--- src/rtl/sleep_pkg.sv ---
package sleep_pkg;
  typedef enum logic [2:0] {
    ST_ACT   = 3'd0,
    ST_IDLE  = 3'd1,
    ST_PSAVE = 3'd2,
    ST_PWAKE = 3'd3,
    ST_POFF  = 3'd4,
    ST_PRST  = 3'd5
  } pwr_state_t;

  localparam logic [2:0] CODE_IDLE  = 3'b000;
  localparam logic [2:0] CODE_PSAVE = 3'b011;
  localparam logic [2:0] CODE_POFF  = 3'b100;
endpackage

--- src/rtl/sleep_window.sv ---
module sleep_window #(
  parameter int WIN = 4
) (
  input  logic clk,
  input  logic rst_n,
  input  logic mode_wr,
  input  logic irq_pending,
  output logic win_open
);
  localparam int CW = $clog2(WIN + 1);
  localparam logic [CW-1:0] START = CW'(WIN);

  logic [CW-1:0] left;

  always_ff @(posedge clk or negedge rst_n) begin
    if (!rst_n) begin
      left <= '0;
    end else if (mode_wr) begin
      left <= START;
    end else if (irq_pending) begin
      left <= '0;
    end else if (left != '0) begin
      left <= left - 1'b1;
    end
  end

  assign win_open = (left != '0) && !irq_pending;
endmodule

--- src/rtl/wake_filter.sv ---
module wake_filter #(
  parameter int HOLD = 3
) (
  input  logic clk,
  input  logic rst_n,
  input  logic lvl,
  output logic accept
);
  localparam int CW = $clog2(HOLD + 1);
  localparam logic [CW-1:0] SAT  = CW'(HOLD);
  localparam logic [CW-1:0] NEED = CW'(HOLD - 1);

  logic [CW-1:0] seen;

  always_ff @(posedge clk or negedge rst_n) begin
    if (!rst_n) begin
      seen <= '0;
    end else if (!lvl) begin
      seen <= '0;
    end else if (seen != SAT) begin
      seen <= seen + 1'b1;
    end
  end

  assign accept = lvl && (seen >= NEED);
endmodule

--- src/rtl/power_fsm.sv ---
module power_fsm
  import sleep_pkg::*;
#(
  parameter int SU_W = 4
) (
  input  logic            clk,
  input  logic            rst_n,
  input  logic            sleep_cmd,
  input  logic            sleep_en,
  input  logic [2:0]      code,
  input  logic            win_open,
  input  logic            ext_ok,
  input  logic            chg_det,
  input  logic [SU_W-1:0] su_delay,
  output pwr_state_t      state
);
  pwr_state_t      nxt;
  logic [SU_W-1:0] su_cnt;
  logic            go_sleep;

  assign go_sleep = sleep_cmd && sleep_en;

  always_comb begin
    nxt = state;
    case (state)
      ST_ACT: begin
        if (go_sleep) begin
          if (code == CODE_IDLE)                 nxt = ST_IDLE;
          else if (code == CODE_PSAVE)           nxt = ST_PSAVE;
          else if (code == CODE_POFF && win_open) nxt = ST_POFF;
        end
      end
      ST_IDLE:  if (ext_ok || chg_det) nxt = ST_ACT;
      ST_PSAVE: if (ext_ok || chg_det) nxt = ST_PWAKE;
      ST_PWAKE: if (su_cnt == '0)      nxt = ST_ACT;
      ST_POFF:  if (chg_det)           nxt = ST_PRST;
      ST_PRST:                         nxt = ST_ACT;
      default:                         nxt = ST_ACT;
    endcase
  end

  always_ff @(posedge clk or negedge rst_n) begin
    if (!rst_n) begin
      state  <= ST_ACT;
      su_cnt <= '0;
    end else begin
      state <= nxt;
      if (state == ST_PSAVE && nxt == ST_PWAKE) begin
        su_cnt <= su_delay;
      end else if (state == ST_PWAKE && su_cnt != '0) begin
        su_cnt <= su_cnt - 1'b1;
      end
    end
  end
endmodule

--- src/rtl/clk_gate_dec.sv ---
module clk_gate_dec
  import sleep_pkg::*;
#(
  parameter int NP = 4
) (
  input  pwr_state_t    state,
  input  logic [NP-1:0] prr,
  input  logic          wdt_en,
  output logic          cpu_clk_en,
  output logic          io_clk_en,
  output logic          adc_clk_en,
  output logic [NP-1:0] periph_clk_en,
  output logic          reg_off_req,
  output logic          wdt_run,
  output logic          rst_req
);
  logic bus_live;

  assign bus_live    = (state == ST_ACT) || (state == ST_IDLE);
  assign cpu_clk_en  = (state == ST_ACT);
  assign io_clk_en   = bus_live;
  assign adc_clk_en  = bus_live;
  assign reg_off_req = (state == ST_POFF);
  assign rst_req     = (state == ST_PRST);
  assign wdt_run     = wdt_en && (state != ST_POFF);

  for (genvar i = 0; i < NP; i++) begin : g_periph
    assign periph_clk_en[i] = bus_live && !prr[i];
  end
endmodule

--- src/rtl/sleep_pwr_ctrl.sv ---
module sleep_pwr_ctrl
  import sleep_pkg::*;
#(
  parameter int NP   = 4,
  parameter int HOLD = 3,
  parameter int WIN  = 4,
  parameter int SU_W = 4
) (
  input  logic            clk,
  input  logic            rst_n,
  input  logic            mode_wr,
  input  logic [2:0]      mode_in,
  input  logic            sleep_en,
  input  logic            sleep_cmd,
  input  logic            irq_pending,
  input  logic            ext_wake,
  input  logic            chg_det,
  input  logic [SU_W-1:0] su_delay,
  input  logic            wdt_en,
  input  logic            prr_wr,
  input  logic [NP-1:0]   prr_in,
  output logic            cpu_clk_en,
  output logic            io_clk_en,
  output logic            adc_clk_en,
  output logic [NP-1:0]   periph_clk_en,
  output logic            reg_off_req,
  output logic            wdt_run,
  output logic            rst_req
);
  logic [2:0]    code_q;
  logic [NP-1:0] prr_q;
  logic          win_open;
  logic          ext_ok;
  pwr_state_t    state;

  always_ff @(posedge clk or negedge rst_n) begin
    if (!rst_n) begin
      code_q <= CODE_IDLE;
    end else if (mode_wr) begin
      code_q <= mode_in;
    end
  end

  always_ff @(posedge clk or negedge rst_n) begin
    if (!rst_n) begin
      prr_q <= '0;
    end else if (state == ST_PRST) begin
      prr_q <= '0;
    end else if (prr_wr) begin
      prr_q <= prr_in;
    end
  end

  sleep_window #(.WIN(WIN)) u_win (
    .clk(clk), .rst_n(rst_n), .mode_wr(mode_wr),
    .irq_pending(irq_pending), .win_open(win_open)
  );

  wake_filter #(.HOLD(HOLD)) u_filt (
    .clk(clk), .rst_n(rst_n), .lvl(ext_wake), .accept(ext_ok)
  );

  power_fsm #(.SU_W(SU_W)) u_fsm (
    .clk(clk), .rst_n(rst_n), .sleep_cmd(sleep_cmd), .sleep_en(sleep_en),
    .code(code_q), .win_open(win_open), .ext_ok(ext_ok), .chg_det(chg_det),
    .su_delay(su_delay), .state(state)
  );

  clk_gate_dec #(.NP(NP)) u_dec (
    .state(state), .prr(prr_q), .wdt_en(wdt_en),
    .cpu_clk_en(cpu_clk_en), .io_clk_en(io_clk_en), .adc_clk_en(adc_clk_en),
    .periph_clk_en(periph_clk_en), .reg_off_req(reg_off_req),
    .wdt_run(wdt_run), .rst_req(rst_req)
  );
endmodule

--- config.mk ---
export PLATFORM = sky130hd
export DESIGN_NAME = sleep_pwr_ctrl
export DESIGN_NICKNAME = d
export VERILOG_FILES = /design/src/rtl/sleep_pkg.sv /design/src/rtl/sleep_window.sv /design/src/rtl/wake_filter.sv /design/src/rtl/power_fsm.sv /design/src/rtl/clk_gate_dec.sv /design/src/rtl/sleep_pwr_ctrl.sv
export SDC_FILE = /design/constraint.sdc
export NUM_CORES = 1
export LEC_CHECK = 0
export ABC_AREA = 1
export BUFFER_PORTS_ARGS = -buffer_cell sky130_fd_sc_hd__buf_2
export CAP_MARGIN = 20
export CORE_AREA = 2 2 49 51
export DETAILED_ROUTE_END_ITERATION = 10
export DIE_AREA = 0 0 51 53
export PLACE_DENSITY = 0.81
export SLEW_MARGIN = 0
export SYNTH_ARGS = -nofsm -noshare
export SYNTH_HDL_FRONTEND = slang
export SYNTH_HIERARCHICAL = 1
export SYNTH_SLANG_ARGS = --single-unit
--- constraint.sdc ---
create_clock -name clk -period 2.3 [get_ports clk]
set_clock_uncertainty 0.05 [all_clocks]
set_input_delay 0.115 -clock clk [delete_from_list [all_inputs] [get_ports clk]]
set_output_delay 0.115 -clock clk [all_outputs]
set_load 0.1 [all_outputs]
======== Word-level counts from Yosys, hierarchy flattened ========
Index checks and enable logic that the tools add are counted.
W data, S select, Z words.
storage, ports and cells
  bits of input ports ..................... 21
  flip-flop bits (word level) ............. 19
  word-level logic and storage cells ...... 65
  RAM bits ................................ 0
  memories kept ........................... 0
  bits in latches ......................... 0
  output and inout port bits .............. 10
  bits in read-only memories .............. 0
cells by class
  magnitude comparators ................... 1
  reduce and logical (&&, ||, !) cells .... 26
  bitwise operators ....................... 0
  muxes and demuxes ....................... 18
  shift operators ......................... 0
  divide/modulo/power cells ............... 0
  add/sub/neg operators ................... 3
  multiply operators ...................... 0
  equal/unequal tests ..................... 11
operator list
  operator               number
  $mux W3                11
  $mux W4                4
  $pmux W3 S5            1
  $eq A3 B2 Y1 const B   4
  $logic_and A1 B1 Y1    11
  $eq A3 B3 Y1 const B   3
  $logic_not A3 Y1       2
  $reduce_bool A3 Y1     2
  $logic_not A1 Y1       5
  $logic_not A4 Y1       1
  $mux W2                2
  $reduce_bool A2 Y1     2
  $reduce_bool A4 Y1     1
  $sub A4 B1 Y4 const B  1
  $eq A3 B1 Y1 const B   1
  $ne A3 B3 Y1 const B   1
  $sub A3 B1 Y3 const B  1
  $add A2 B1 Y2 const B  1
  $ge A2 B2 Y1 const B   1
  $logic_or A1 B1 Y1     2
  $ne A2 B1 Y1 const B   1
  $ne A2 B2 Y1 const B   1

======== Logic depth before layout (Yosys ltp) ========
Gate-level depths: netlist of the first run.
  word-level depth ........................ 11
  depth in mapped cells ................... 12
  mapped depth without buffers ............ 12

======== By module ========
Netlist of the first run, hierarchy kept.
modules (own cells, without submodules)
  module          instances  cells each  area each (um^2)  seq. area each (um^2)
  power_fsm       1          76          486.7             175.2
  sleep_pwr_ctrl  1          39          312.8             175.2
  sleep_window    1          26          186.4             75.1
  wake_filter     1          13          105.1             50.0
  clk_gate_dec    1          14          65.1              0.0

======== Worst setup path before layout of the first run ========
OpenSTA, ideal clock, no wires.
  path type ............................... register to output
  start point ............................. reg u_fsm.state[2]
  end point ............................... out rst_req
  required time ........................... 2.135 ns
  path slack .............................. -0.682 ns
  cell stages (with the launch flop) ...... 3
  path buffers ............................ 0
  data arrival time ....................... 2.817 ns
  cells stage by stage .................... dfrtp_1 -> inv_1 -> nor3b_1
on the way
  word-level cells in the longest chain between the ends .. 1
RTL lines
  item                      line                  text
  start: declaration        power_fsm.sv:15       output pwr_state_t state
  start signal: assignment  power_fsm.sv:47       state <= nxt;
  $eq A3 B3 Y1              clk_gate_dec.sv:24    assign rst_req = (state == ST_PRST);
  end: declaration          sleep_pwr_ctrl.sv:28  output logic rst_req
No other way between the ends.

======== Final worst setup path of the first run ========
Ends and elaborated chain as after synthesis.

==> results of run 1 <==
## power by group through the flow
stage                     combinational [W]  clock, W  sequential (W)
final                              0.000998  0.000168        0.000524
after global routing                0.00109  0.000189        0.000535
after CTS                          0.000997  0.000177        0.000522
after detailed placement           0.000983         0        0.000529
after global placement             0.000953         0        0.000517
after floorplan                    0.000843         0        0.000503
## Yosys cell counts, types with 3 or more instances
master,n
a21oi_1,4
dfrtp_1,19
ha_1,4
inv_1,25
inv_2,5
nand2_1,60
nand3_1,15
nor2_1,17
nor3_1,5
o21ai_1,3
## tightest hold or removal path, delay by kind of cell
kind            cells  cell delay [ps]
buf+inv             1               90
simple gates        2               90
compound gates      1               40
## flip-flops by register name (all words and copies together) (netlist names)
register and cells:
code_q 3, prr_q 4, u_filt/seen 2, u_fsm/state 3, u_fsm/su_cnt 4, u_win/left 3
## layer usage
layer	global-route usage (%)	part of all wire, %
met1	24.0	43
met2	37.2	48
met3	4.80	5.2
met4	14.9	3.7
met5	0	0
## metrics by stage
| stage | instance area (µm²) | setup WS (ps) | total power, W | hold slack (ps) | util (%) |
|---|---|---|---|---|---|
| floorplan | 1180 | 52.3 | 0.00135 | -231 | - |
| global placement | 1360 | 866 | 0.00147 | 23.9 | 63.4 |
| detailed placement | 1360 | 805 | 0.00151 | 31.5 | 63.4 |
| CTS | 1470 | 454 | 0.00169 | 10.8 | 68.3 |
| global route | 1470 | 367 | 0.00181 | 16.4 | 68.3 |
| finish | 1470 | 461 | 0.00169 | 21.1 | 68.3 |
## how the worst max path moves through the flow
stage,to,cells past startpoint,slack (ps)
final,rst_req,3,460
after global routing,rst_req,3,370
after CTS,rst_req,3,450
after detailed placement,rst_req,3,810
after global placement,rst_req,3,870
after floorplan,wdt_run,2,50
## kinds of logic (layout without fill, tap and decap cells)
group / Yosys count / count (layout)
and+or+nand+nor: 104 / 104
buffers and inverters: 31 / 72
DFF: 19 / 19
AOI/OAI and AO/OA: 8 / 8
adders and majority gates: 4 / 4
xor gates and xnor gates: 2 / 2
## timing repair
action,in CTS,in global routing
buffers inserted,0,0
resized for setup,0,0
hold buffers,8,0
endpoints found under the hold margin,26,0
## cell type report
class,instances,share of cell area (%)
tap,28,2.39
sequential,19,32.4
clock buffer,4,1.79
timing repair buffer,38,15.7
inverter,30,7.67
multi-input combinational,118,40.1
==> qor.yml, run 1 <==
yosys:
  synth_top_family_by_area: "simple AND/OR/NAND/NOR gates"
  syn_avg_cell_area_um2: 6.88
  synth_seq_area_share_pct: 41.1
  ys_warn_count: 6
  syn_nets: 193
  synth_top_area_share_pct: 41.1
  synthFlopType: "dfrtp_1"
  synth-simple-area-share_pct: 38.9
  yosysTopAreaCell: "dfrtp_1"
  synth_adder_area_share_pct: 4.33
  synth_compound_area_share_pct: 3.79
  synth-async-reset-ratio_pct: 100
  synth.area.top_cells: "dfrtp_1 (41%), nand2_1 (19%), inv_1 (8.1%)"
  synth_edf_count: 0
  syn-instance-count: 168
  synth_xor_area_share_pct: 1.52
  synth_seq_cells: 19
  synth.distinct_cells: 21
  syn_area_um2: 1160
  synthMuxAreaShare_pct: 0
min_path:
  hp-class: "primary input to flip-flop"
  min_to: "u_win/left[2]$_DFFE_PN0P_"
  hp-start: "irq_pending"
  whs_path_depth: 4
worst_setup_path:
  max_stage_delay_ps: 620
  cp.required_ps: 2130
  r2r-start: "u_win/left[0]$_DFFE_PN0P_"
  crit_chain: "inv_1 -> nor3b_2 -> buf_2"
  reg2reg_slack_ps: 800
  reg2reg_to: "u_fsm/state[1]$_DFF_PN0_"
  crit_path_start_kind: "flip-flop"
  path_buf_inv: 2
  worstSetupPathType: "flip-flop to output port"
  ff2ff_path_depth: 12
  cp_top_family: "flip-flops"
  end_kind: "output port"
  slowest_stage: "dfrtp_1"
  arrival_ps: 1670
  crit_fanout: 10
  startpoint: "u_fsm/state[2]$_DFF_PN0_"
pwr:
  p_leak_nw: 0.857
  p_int_w: 0.000723
  seqPwrFrac_pct: 31.0
  vdd_ir_drop_max_v: 0.000863
  p_sw_w: 0.000968
  power.density_nw_per_um2: 1150
  switching_share_pct: 57.3
  comb_power_share_pct: 59.0
  pwr-share-clk_pct: 10.0
drt:
  wirelength_um: 2510
  routed_via_density: 4.77
  final_antenna_net_count: 0
  dr.pass1.iters: 4
  via_count: 1131
  wl_per_cell_um: 10.6
  drtIter0Drc: 31
  drc: 0
sta:
  worst_pin_slew_ps: 486
  setup_tns_ps: 0
  rsz0062_at_grt: "no"
  final_max_slew_viol_count: 0
  clock.fmax_ghz: 0.544
  setup_violations: 0
  hold_viol: 0
  fin_crit_sh_pct: 80.0
  slew_headroom_pct: 67.8
  fin_crit_ps: 1840
cts:
  cts_buffer_depth: 2
  cts_buffers: 3
  cts_tree: "yes"
  cts.clk_slew.worst_paths_ps: 100
  cts_sinks: 19
  insertion_delay_ps: 300
  cts_root_buf: "clkbuf_4"
  htree_levels: 1
die:
  initial_utilization_pct: 53.8
  die_w_um: 51
  fp.dieH_um: 53
  rows: 17
  dieArea_um2: 2700
  coreArea_um2: 2150
  ios: 31
global_routing:
  grt_max_degree: 20
  grt_overflow: 0
  track_usage_pct: 21.7
  antenna_found_initial: 0
  grt_pass1_vias: 1037
  grt_pass1_wl_um: 4200
final_layout:
  nFillCells: 191
  multi_input_area_um2: 588
  layout-drive-gt1-share_pct: 23.9
  register_area_um2: 475
  finalNonFillerCells: 237
  area_growth_pct: 26.9
  fin_nets: 235
  final_cell_mix: "nand2_1 (60), buf_2 (30), inv_1 (25)"
  final_common_cell: "nand2_1"
  antenna_cells: 0
job:
  maxCapViolations: 0
placement:
  gp_congestion: 0.888
  io_buffer_count: 30
  hpwl_um: 1830
  dpl.cell_count: 225
outcome:
  outcome: "finished, final reports clean"
No activity file was read; power rests on OpenSTA's default activity.
==> run 2: changes to the inputs <==
- CORE_AREA: 2 2 49 51 -> 2 2 54 56
- DIE_AREA: 0 0 51 53 -> 0 0 56 58
- PLACE_DENSITY: 0.81 -> 0.71
- clock period: 2.3 -> 1.5 ns (I/O delays scaled with it)
==> qor.yml, run 2 (synthesis gave the netlist of run 1 again) <==
worst_setup_path:
  crit_path_start_kind: "flip-flop"
  crit_chain: "buf_6 -> nor2_2 -> a21oi_4 -> buf_12"
  ff2ff_path_depth: 12  # unchanged
  r2r-start: "u_win/left[1]$_DFFE_PN0P_"
  slowest_stage: "dfrtp_2"
  end_kind: "output port"
  cp.required_ps: 1370  # -760 ps
  arrival_ps: 1320  # -350 ps
  max_stage_delay_ps: 460  # -160 ps
  worstSetupPathType: "flip-flop to output port"
  crit_fanout: 5  # -5
  reg2reg_slack_ps: 70  # -730 ps
  reg2reg_to: "u_fsm/state[1]$_DFF_PN0_"
outcome:
  outcome: "finished, final reports clean"
global_routing:
  grt_pass1_vias: 1193  # +15%
  use_met2_pct: 35.5  # -1.8 points
  grt_max_degree: 20  # unchanged
  grt_pass1_wl_um: 4750  # +13%
  busiest_layer: "met2"
  antenna_found_initial: 0  # unchanged
  grt_overflow: 0  # unchanged
  track_usage_pct: 18.6  # -3.2 points
  use_met3_pct: 2.46  # -2.3 points
  grt_use_met1_pct: 21.0  # -3.0 points
placement:
  pre_cts_slack_ps: 9.11  # -796 ps
  io_buffer_count: 30  # unchanged
  dpl_cell_area_um2: 1590  # +17%
  hpwl_um: 1970  # +7.5%
  gp_congestion: 0.826  # -7.0%
final_layout:
  layout-drive-gt1-share_pct: 30.4  # +6.4 points
  final_cell_mix: "nand2_1 (60), inv_1 (23), buf_2 (20)"
  fin_area_um2: 1830  # +25%
  fin_util_pct: 68.8  # +0.48 points
  antenna_cells: 0  # unchanged
  reg_top3: "prr_q x4, u_fsm/su_cnt x4"
  final_common_cell: "nand2_1"
  fin_nets: 250  # +6.4%
  area_growth_pct: 58.4
cts:
  cts_buffers: 3  # unchanged
  cts_tree: "yes"
  insertion_delay_ps: 300  # about the same
  cts_sinks: 19  # unchanged
  cts_buffer_depth: 2  # unchanged
  cts_root_buf: "clkbuf_4"
  htree_levels: 1  # unchanged
  cts.clk_slew.worst_paths_ps: 110  # about the same
pwr:
  p_int_w: 0.00156  # +120%
  seqPwrFrac_pct: 23.1  # -7.9 points
  vdd_ir_drop_max_v: 0.00165  # +91%
  comb_power_share_pct: 68.8  # +9.8 points
  switching_share_pct: 51.9  # -5.3 points
  power.density_nw_per_um2: 1770  # +54%
  p_sw_w: 0.00169  # +74%
  p_leak_nw: 0.990  # +15%
  pwr-share-clk_pct: 8.0  # -2.0 points
min_path:
  hp-start: "ext_wake"
  whs_path_depth: 3  # -1
  min_to: "u_filt/seen[0]$_DFFE_PN0P_"
  hp-class: "primary input to flip-flop"
sta:
  fin_crit_sh_pct: 96.3
  fin_hold_ws_ps: 7.89  # -13.2 ps
  setup_violations: 0  # unchanged
  slew_headroom_pct: 71.5  # +3.7 points
  fin_crit_ps: 1440
  rsz0062_at_grt: "no"
  clock.fmax_ghz: 0.692
  fin_ws_ps: 55.6  # -405 ps
  hold_viol: 0  # unchanged
  worst_pin_slew_ps: 427  # -58.6 ps
  final_max_slew_viol_count: 0  # unchanged
die:
  coreArea_um2: 2660  # +24%
  dieArea_um2: 3250  # +20%
  initial_utilization_pct: 43.4  # -10 points
  fp.dieH_um: 58  # +9.4%
  die_w_um: 56  # +9.8%
  ios: 31  # unchanged
  rows: 19  # +2
drt:
  final_antenna_net_count: 0  # unchanged
  routed_via_density: 4.89  # +2.5%
  via_count: 1247  # +10%
  drc: 0  # unchanged
  wl_per_cell_um: 11.5  # +8.5%
  drtIter0Drc: 29  # -6.5%
  wirelength_um: 2930  # +17%
  dr.pass1.iters: 4  # unchanged
job:
  maxCapViolations: 0  # unchanged
## run 2: cell type report
| type | count | area, µm² |
|---|---|---|
| Clock buffer | 4 | 26.3 |
| Sequential cell | 19 | 478 |
| Timing Repair Buffer | 53 | 509 |
| Fill cell | 204 | 831 |
| Multi-Input combinational cell | 118 | 664 |
| Tap cell | 31 | 38.8 |
| Inverter | 30 | 115 |
## run 2: per-layer routing
| metal | part of all wire (%) | wire length [µm] |
|---|---|---|
| met5 | 0 | 0 |
| met4 | 1.5 | 44 |
| met3 | 4.1 | 120 |
| met2 | 55 | 1620 |
| met1 | 39 | 1140 |
## run 2: how the worst max path moves through the flow
stage	from	end	slack [ps]	cells past startpoint
5_1_grt	u_win/left[1]$_DFFE_PN0P_	u_fsm/state[1]$_DFF_PN0_	8	12
3_3_place_gp	u_win/left[0]$_DFFE_PN0P_	u_fsm/state[1]$_DFF_PN0_	140	12
4_1_cts	u_fsm/state[1]$_DFF_PN0_	rst_req	20	3
2_1_floorplan	u_fsm/state[1]$_DFF_PN0_	cpu_clk_en	-370	3
3_5_place_dp	u_win/left[0]$_DFFE_PN0P_	u_fsm/state[1]$_DFF_PN0_	9	12
6_report	u_fsm/state[1]$_DFF_PN0_	wdt_run	60	4
## run 2: power by group through the flow
stage	Clock [W]	Combinational (W)	Sequential [W]
final	0.000261	0.00223	0.000751
after global routing	0.000287	0.00237	0.000763
after CTS	0.000261	0.00213	0.000748
after detailed placement	0	0.00204	0.000773
after global placement	0	0.00197	0.000763
after floorplan	0	0.00137	0.000799
## run 2: through the flow
| stage | cells | total power, W | TNS [ps] |
|---|---|---|---|
| 2_1_floorplan | 168 | 0.00217 | -1940 |
| 3_3_place_gp | 231 | 0.00274 | 0 |
| 3_5_place_dp | 231 | 0.00281 | 0 |
| 4_1_cts | 252 | 0.00314 | 0 |
| 5_1_grt | 255 | 0.00342 | 0 |
| 6_report | 255 | 0.00325 | 0 |
## run 2: critical path: cells and delay by family (launching register included)
family	cells	cell delay [ps]
compound gates	1	80
buf+inv	2	320
flops	1	460
simple gates	1	160
## run 2: repair_timing
item | CTS | global route
setup buffers | 4 | 3
setup endpoints to repair | 9 | 6
pin swaps | 1 | 3
hold endpoints to repair | 29 | 0
gates resized for setup | 2 | 6
hold buffers | 13 | 0
==> run 3: changes to the inputs <==
- CTS_BUF_LIST: unset -> sky130_fd_sc_hd__clkbuf_16
==> qor.yml, run 3 (synthesis gave the netlist of run 1 again) <==
outcome:
  outcome: "finished with violations"
  violations: "hold timing, setup timing"
min_path:
  hp-class: "primary input to flip-flop"
  whs_path_depth: 3  # unchanged
placement:
  dpl_cell_area_um2: 1590  # unchanged
  gp_congestion: 0.826  # unchanged
  io_buffer_count: 30  # unchanged
  pre_cts_slack_ps: 9.11  # unchanged
  hpwl_um: 1970  # unchanged
sta:
  fin_ws_ps: -35.1  # -90.8 ps
  final_max_slew_viol_count: 0  # unchanged
  fin_crit_sh_pct: 102  # +6.1 points
  rsz0062_at_grt: "yes"
  setup_violations: 1  # +1
  setup_tns_ps: -35.1  # -35.1 ps
  fin_hold_ws_ps: -3.97  # -11.9 ps
  worst_pin_slew_ps: 421  # -5.93 ps
  slew_headroom_pct: 71.9  # +0.40 points
  hold_viol: 2  # +2
  clock.fmax_ghz: 0.651  # -5.9%
  fin_crit_ps: 1540  # +90.8 ps
die:
  die_w_um: 56  # unchanged
  initial_utilization_pct: 43.4  # unchanged
  coreArea_um2: 2660  # unchanged
  rows: 19  # unchanged
  ios: 31  # unchanged
  fp.dieH_um: 58  # unchanged
  dieArea_um2: 3250  # unchanged
drt:
  dr.pass1.iters: 4  # unchanged
  drc: 0  # unchanged
  routed_via_density: 4.86  # -0.59%
  drtIter0Drc: 22  # -24%
  final_antenna_net_count: 0  # unchanged
  via_count: 1191  # -4.5%
  wirelength_um: 2740  # -6.6%
  wl_per_cell_um: 11.2  # -2.8%
final_layout:
  final_common_cell: "nand2_1"
  register_area_um2: 478  # unchanged
  antenna_cells: 0  # unchanged
  fin_nets: 240  # -4.0%
  layout-drive-gt1-share_pct: 30.8  # +0.48 points
  nFillCells: 214  # +4.9%
  multi_input_area_um2: 662  # -0.38%
  reg_top3: "prr_q x4, u_fsm/su_cnt x4"
  area_growth_pct: 54.2
  fin_area_um2: 1780  # -2.7%
  final_cell_mix: "nand2_1 (59), inv_1 (24), buf_2 (20)"
global_routing:
  use_met2_pct: 35.0  # -0.50 points
  use_met3_pct: 2.46  # unchanged
  track_usage_pct: 18.4  # -0.15 points
  grt_use_met1_pct: 20.3  # -0.75 points
  grt_pass1_wl_um: 4690  # -1.3%
  grt_pass1_vias: 1182  # -0.92%
  grt_max_degree: 20  # unchanged
  antenna_found_initial: 0  # unchanged
  grt_overflow: 0  # unchanged
  busiest_layer: "met2"
cts:
  cts_buffer_depth: 2  # unchanged
  cts_sinks: 19  # unchanged
  cts.clk_slew.worst_paths_ps: 50  # -60 ps
  cts_buffers: 3  # unchanged
  cts_tree: "yes"
  insertion_delay_ps: 250  # -50 ps
  cts_root_buf: "clkbuf_16"
  htree_levels: 1  # unchanged
worst_setup_path:
  crit_top_cell: "nand2_1"
  crit_chain: "inv_2 -> ha_4 -> a21oi_4 -> nand2_1 -> inv_1 -> nand2_2 -> nand2_1 -> nand2_1 -> nand2_1 -> nand2_1 -> nand2_1 -> nand2_1"
  slowest_stage: "dfrtp_1"
  cp.required_ps: 1590  # +220 ps
  ff2ff_path_depth: 12  # unchanged
  max_stage_delay_ps: 350  # -110 ps
  worstSetupPathType: "flip-flop to flip-flop"
  crit_path_start_kind: "flip-flop"
  arrival_ps: 1620  # +300 ps
  crit_fanout: 4  # -1
  end_kind: "flip-flop"
pwr:
  p_leak_nw: 0.970  # -2.0%
  power.density_nw_per_um2: 1910  # +7.8%
  vdd_ir_drop_max_v: 0.00181  # +9.6%
job:
  maxCapViolations: 0  # unchanged
run 3: final cells by class:
cell class,count,share of cell area (%)
Sequential cell,19,26.8
Timing Repair Buffer,43,23.0
Inverter,30,6.46
Tap cell,31,2.18
Clock buffer,3,4.21
Multi-Input combinational cell,118,37.1
Clock inverter,1,0.211
run 3: per-stage QoR:
| step | std cells | power, W | hold WS, ps | utilization [%] |
|---|---|---|---|---|
| floorplan | 168 | 0.00217 | -271 | - |
| global placement | 231 | 0.00274 | -17.9 | 59.8 |
| detailed placement | 231 | 0.00281 | -14.2 | 59.8 |
| CTS | 244 | 0.00339 | 1.75 | 65.8 |
| global route | 245 | 0.00360 | 15.5 | 67.0 |
| finish | 245 | 0.00341 | -3.97 | 67.0 |
run 3: power by group:
part           switching [W]  internal, W
Combinational        0.00135     0.000750
Clock               0.000183     0.000355
Sequential          0.000127     0.000640
run 3: final timing paths:
check | startpoint | to | slack, ps
max in group asynchronous | rst_n | u_fsm/state[2]$_DFF_PN0_ | 840
setup reg to reg | u_win/left[1]$_DFFE_PN0P_ | u_fsm/state[1]$_DFF_PN0_ | -40
min in group asynchronous | rst_n | code_q[0]$_DFFE_PN0P_ | 240
setup / recovery | u_win/left[1]$_DFFE_PN0P_ | u_fsm/state[1]$_DFF_PN0_ | -40
hold reg to reg | code_q[0]$_DFFE_PN0P_ | code_q[0]$_DFFE_PN0P_ | 490
hold / removal | su_delay[2] | u_fsm/su_cnt[2]$_DFFE_PN0P_ | -4
run 3: what timing repair did:
item                                   CTS  global route
resized for setup                        1             6
hold buffers                             5             0
setup endpoints to repair                7             2
buffers inserted                         4             1
endpoints found under the hold margin   23             0
pin swaps                                1             1
run 3: critical path, delay by kind of cell, from the launching register on:
family,cells,cell delay (ps)
AOI/OAI and AO/OA,1,120
and+or+nand+nor,8,590
adders and majority gates,1,170
buffers and inverters,2,150
DFF,1,350
run 3: per-layer routing:
metal,vias up,share of wire [%],wire (µm)
met5,-,0,0
met4,0,3.8,104
met3,11,5.3,145
met2,47,52,1430
met1,524,38,1050
li1,609,-,-
